[config.mk]
export PLATFORM = sky130hd
export DESIGN_NAME = shift_wrap_fill
export DESIGN_NICKNAME = d
export VERILOG_FILES = /design/src/rtl/shift_wrap_fill_pkg.sv /design/src/rtl/shf_source_mux.sv /design/src/rtl/shf_log_stage.sv /design/src/rtl/shift_wrap_fill.sv
export SDC_FILE = /design/constraint.sdc
export NUM_CORES = 1
export LEC_CHECK = 0
export BUFFER_PORTS_ARGS = -buffer_cell sky130_fd_sc_hd__buf_2
export CORE_MARGIN = 4
export CORE_UTILIZATION = 51
export DETAILED_ROUTE_END_ITERATION = 12
export PLACE_DENSITY = 0.9
export SETUP_SLACK_MARGIN = 0.05
export SYNTH_ARGS = -nofsm -noshare
export SYNTH_HDL_FRONTEND = slang
export SYNTH_SLANG_ARGS = --single-unit
export TNS_END_PERCENT = 100
[constraint.sdc]
create_clock -name vclk -period 2
set_input_delay 0.2 -clock vclk [all_inputs]
set_output_delay 0.2 -clock vclk [all_outputs]
set_load 0.01 [all_outputs]
[src/rtl/shift_wrap_fill_pkg.sv]
package shift_wrap_fill_pkg;

  localparam int unsigned DEF_DATA_W = 32;

  // Which doubled source word feeds the left-shift network
  typedef enum logic [1:0] {
    SRC_ROTATE = 2'd0,   // {data, data}
    SRC_ZERO   = 2'd1,   // {data, zeros}
    SRC_SIGN   = 2'd2    // {sign copies, data}
  } src_kind_e;

  function automatic src_kind_e pick_source(input logic wrap, input logic right);
    if (wrap)       return SRC_ROTATE;
    else if (right) return SRC_SIGN;
    else            return SRC_ZERO;
  endfunction

  // Distance moved by network stage idx
  function automatic int unsigned stage_dist(input int unsigned idx);
    return 32'd1 << idx;
  endfunction

endpackage

[src/rtl/shf_source_mux.sv]
module shf_source_mux
  import shift_wrap_fill_pkg::*;
#(
  parameter int unsigned DATA_W = DEF_DATA_W,
  localparam int unsigned PAIR_W = 2 * DATA_W
) (
  input  logic [DATA_W-1:0] data_in,
  input  src_kind_e         kind,
  input  logic              sign_in,
  output logic [PAIR_W-1:0] pair_out
);

  always_comb begin
    unique case (kind)
      SRC_ROTATE: pair_out = {data_in, data_in};
      SRC_SIGN:   pair_out = {{DATA_W{sign_in}}, data_in};
      default:    pair_out = {data_in, {DATA_W{1'b0}}};
    endcase
  end

endmodule

[src/rtl/shf_log_stage.sv]
module shf_log_stage #(
  parameter int unsigned PAIR_W = 64,
  parameter int unsigned DIST   = 1
) (
  input  logic [PAIR_W-1:0] stage_in,
  input  logic              move,
  output logic [PAIR_W-1:0] stage_out
);

  always_comb begin
    if (move) stage_out = {stage_in[PAIR_W-DIST-1:0], {DIST{1'b0}}};
    else      stage_out = stage_in;
  end

endmodule

[src/rtl/shift_wrap_fill.sv]
module shift_wrap_fill
  import shift_wrap_fill_pkg::*;
#(
  parameter int unsigned DATA_W = DEF_DATA_W,
  localparam int unsigned CODE_W = $clog2(DATA_W),
  localparam int unsigned PAIR_W = 2 * DATA_W
) (
  input  logic [DATA_W-1:0] din,
  input  logic [CODE_W-1:0] shift_code,
  input  logic              wrap_en,
  input  logic              dir_right,
  input  logic              sign_fill,
  output logic [DATA_W-1:0] dout
);

  // Named internal events, visible to the bound checker
  src_kind_e         src_kind;
  logic [PAIR_W-1:0] src_pair;
  logic [PAIR_W-1:0] net [CODE_W+1];
  logic [PAIR_W-1:0] net_final;

  assign src_kind = pick_source(wrap_en, dir_right);

  shf_source_mux #(.DATA_W(DATA_W)) u_src (
    .data_in  (din),
    .kind     (src_kind),
    .sign_in  (sign_fill),
    .pair_out (src_pair)
  );

  assign net[0] = src_pair;

  for (genvar gi = 0; gi < CODE_W; gi++) begin : g_stage
    shf_log_stage #(
      .PAIR_W (PAIR_W),
      .DIST   (stage_dist(gi))
    ) u_stage (
      .stage_in  (net[gi]),
      .move      (shift_code[gi]),
      .stage_out (net[gi+1])
    );
  end

  assign net_final = net[CODE_W];
  // Upper half of the shifted pair is the selected window
  assign dout = net_final[PAIR_W-1:DATA_W];

endmodule

# After elaboration in Yosys (flattened, before gate mapping)
# Cells that the tools add are included.
# totals
ff_bits	0
input_bits	40
out_inout_bits	32
word_cells	10
# classes
n_eq_ne	1
n_mux	8
reduce_logical	1
# op_table
operator	count
64-bit two-way mux	5
64-bit case mux with 2 select lines	1
2-bit two-way mux	2
2-bit == test (second input constant)	1
2-bit zero test	1

# Logic depth before layout (Yosys ltp)
# logic_depth
depth_word	9
depth_mapped	9
depth_no_buf	5

# Hierarchy
# From an unflattened synthesis, not the netlist that was laid out.
# hier_totals
hier_cells	433
area_unflattened_um2	5614.1
# by_module_without_submodules
module	n_inst	cells_each	area_per_inst_um2	seq_area_each_um2
shf_log_stage (g_stage[0].u_stage)	1	71	1068.5	0.0
shf_log_stage (g_stage[1].u_stage)	1	71	1054.8	0.0
shf_log_stage (g_stage[2].u_stage)	1	71	1033.5	0.0
shf_log_stage (g_stage[3].u_stage)	1	71	998.5	0.0
shf_log_stage (g_stage[4].u_stage)	1	71	913.4	0.0
shf_source_mux	1	76	528.0	0.0
shift_wrap_fill	1	2	17.5	0.0

# Worst setup path before layout
# No wires, ideal clock.
# synth_timing
path_type	in2out
from	in shift_code[0]
to	out dout[18]
arrival_time_ns	1.756
required_ns	1.800
setup_slack_ns	0.044
stages	6
n_path_buf	1
cell_sequence	buf_6 -> mux4_2 -> mux2_2 -> o21a_1 -> a31o_1 -> mux2_2
# synth_between
elab_chain_len	5
# synth_rtl
element	line	rtl
start, declared	shift_wrap_fill.sv:9	input logic [CODE_W-1:0] shift_code,
64-bit two-way mux (5 in series)	shf_log_stage.sv:11	if (move) stage_out = {stage_in[PAIR_W-DIST-1:0], {DIST{1'b0}}};
end, declared	shift_wrap_fill.sv:13	output logic [DATA_W-1:0] dout
# No other way between the ends.

# Final worst setup path
# layout_timing
from	in shift_code[0]
to	out dout[0]
# Same word-level chain as after synthesis.

==> run metrics <==
Worst EP required=around 1.8 ns; setup tns final=-4.43 ns; Worst Slack Setup Final=-0.321 ns; Synth Net Count=353; Non-Filler Instances=between 500 and 600; post-synthesis sequential area ratio=0; Register Area=0 µm²; Synth top area share=0.326; drt wl/cell=between 20 and 30 µm; Tcrit/Tclk final=1.16; CLK BUF=0; cts hold-fix bufs=0; Synth Warn #=0; worst relative slew slack=0.617; worst min path class=input port to output port; input/output buffers=about 70; peak fanout along the critical path=12; Worst Setup SP=shift_code[0]; area grow syn2layout=63.2%; via/cell ratio=7.78; min Tclk post-route=approximately 2.3 ns; Die Span Y=80.7 µm; grt ovf=0; unrepaired setup endpoints after global routing=true; DPL Wire Length=about 8400 µm; num sequential=0; DR pass1 iterations=10; vias in the first global route=roughly 3700; CP arrival=between 2 and 2.5 ns; max cap viols=0; failing checks=negative setup slack; FP Rows=26; Die X=~80 µm; cell area after synthesis=2690 µm²; WS Path Type=input port to output port; grt met3 use=0.0841; Placed Cells=a little over 500; M1 GR Usage=0.455; violation count after the first detailed-routing iteration=around 900; Die ar.=roughly 6500 µm²; area used by multi-input combinational logic=roughly 2900 µm²; top cells by count, synth=mux2i_1 (45), mux4_2 (39), nor2_1 (35), a21oi_1 (30), nand2_1 (20); I/O pins=72; achievable frequency=431 MHz; ratio of cells with drive above 1 in the final layout=0.638; Power Dens Cells=between 300 and 400 nW/µm²; Setup violations, final=31; startpoint types=input port; Distinct cells, synth=49; Initial Util=0.527; run status=finished, violations left; DRC violations left=0; final RePlAce weighted congestion=approximately 1.1; Max VDD drop=around 0.0002 V; fill cell count=between 200 and 250; CP Capture Type=output port; final antenna-violating net count=0; hold path cells=3; Cells after Synth=~310; count of pins over their slew limit=0; initial antenna violation count=0; Yosys top cell by area=mux4_2; number of hold violations in the final report=0; Total Wirelength=15300 µm; most frequent cell after synthesis=mux2i_1; gr usage total=0.395; first-pass GRT wire length=between 15000 and 20000 µm; Hold Crit Start=shift_code[3]; Core Area=just over 5000 µm²; Final #Nets=501; # diodes=0; GR Layer Usage met2=0.641; leak pwr=0.00193 µW; largest net degree at the start of global routing=29; via count=between 4000 and 5000; syn avg cell area=about 8.6 µm²; slew of the pin with the lowest slew margin=between 0.5 and 0.6 ns; most crowded layer after global routing=met2; synth top area cells=mux4_2 (33%), mux2i_1 (17%), a21oi_1 (5.6%)
-- routing by layer --
| layer | part of all wire | wire length, µm |
|---|---|---|
| met2 | 0.42 | 6410 |
| met4 | 0.10 | 1570 |
| met5 | 0 | 0 |
| met3 | 0.15 | 2290 |
| met1 | 0.33 | 4980 |
-- cells by family after synthesis --
kind of cell / synth area share
AOI/OAI and AO/OA: 0.238
and+or+nand+nor: 0.145
buffers and inverters: 0.0781
muxes: 0.539
-- per-stage QoR --
| stage | power, µW | hold slack (ns) | util | cell area (µm²) | worst slack [ns] |
|---|---|---|---|---|---|
| CTS | 1250 | 0.962 | 0.787 | 4020 | -0.0926 |
| finish | 1520 | 1.00 | 0.861 | 4400 | -0.321 |
| global route | 1560 | 1.02 | 0.861 | 4400 | -0.230 |
| detailed placement | 1110 | 0.957 | 0.704 | 3590 | -0.434 |
| floorplan | 670 | 0.707 | - | 2700 | 0.0611 |
| global placement | 1070 | 0.959 | 0.704 | 3590 | -0.374 |
-- critical path, stage by stage --
cell     delay (ns)
buf_12         0.11
buf_16         0.15
mux4_2         0.64
o21a_1         0.25
o21ai_1        0.26
o311a_1        0.26
o22ai_1        0.07
buf_2          0.17
-- cell usage in the layout (no fill, tap or decap), types with 3 or more instances in the layout --
master    count
a211oi_2      3
mux4_2       39
o21ai_0       5
a31oi_2       5
nor2b_1       3
o22ai_1       3
buf_6        16
buf_8         3
a21oi_1      21
buf_4        86
o21ai_1       4
mux2i_4       7
nand3_1       5
nand2_2       3
a211o_1       4
mux2_4        9
o21a_1        5
buf_12        7
a211oi_1      5
mux2i_1      33
nand2_1      16
nor2_1       30
nor2_2        4
buf_16        3
nor3_1        3
a21oi_2       9
nor3_2        3
buf_2        65
mux2i_2       5
-- what timing repair did --
item | in CTS | in global routing
cloned | 2 | 1
pin swaps | 36 | 18
buffers inserted | 9 | 15
setup endpoints to repair | 32 | 32
resized for setup | 78 | 55
endpoints found under the hold margin | 0 | 0
-- layout make-up --
class / instances / area share
Timing Repair Buffer: 180 / 0.323
Multi-Input combinational cell: 275 / 0.653
Tap cell: 70 / 0.0199
Inverter: 4 / 0.00427
-- worst paths after layout --
kind / to / slack, ns
setup / recovery: dout[0] / -0.32
hold / removal: dout[0] / 1.0
-- report_power, final --
group | internal, µW | leakage, µW | switching (µW) | total, µW
combinational | 721 | 0.00193 | 803 | 1520
sequential | 0 | 0 | 0 | 0
clock | 0 | 0 | 0 | 0
total | 721 | 0.00193 | 803 | 1520
Power figures use the tool's default switching activity.
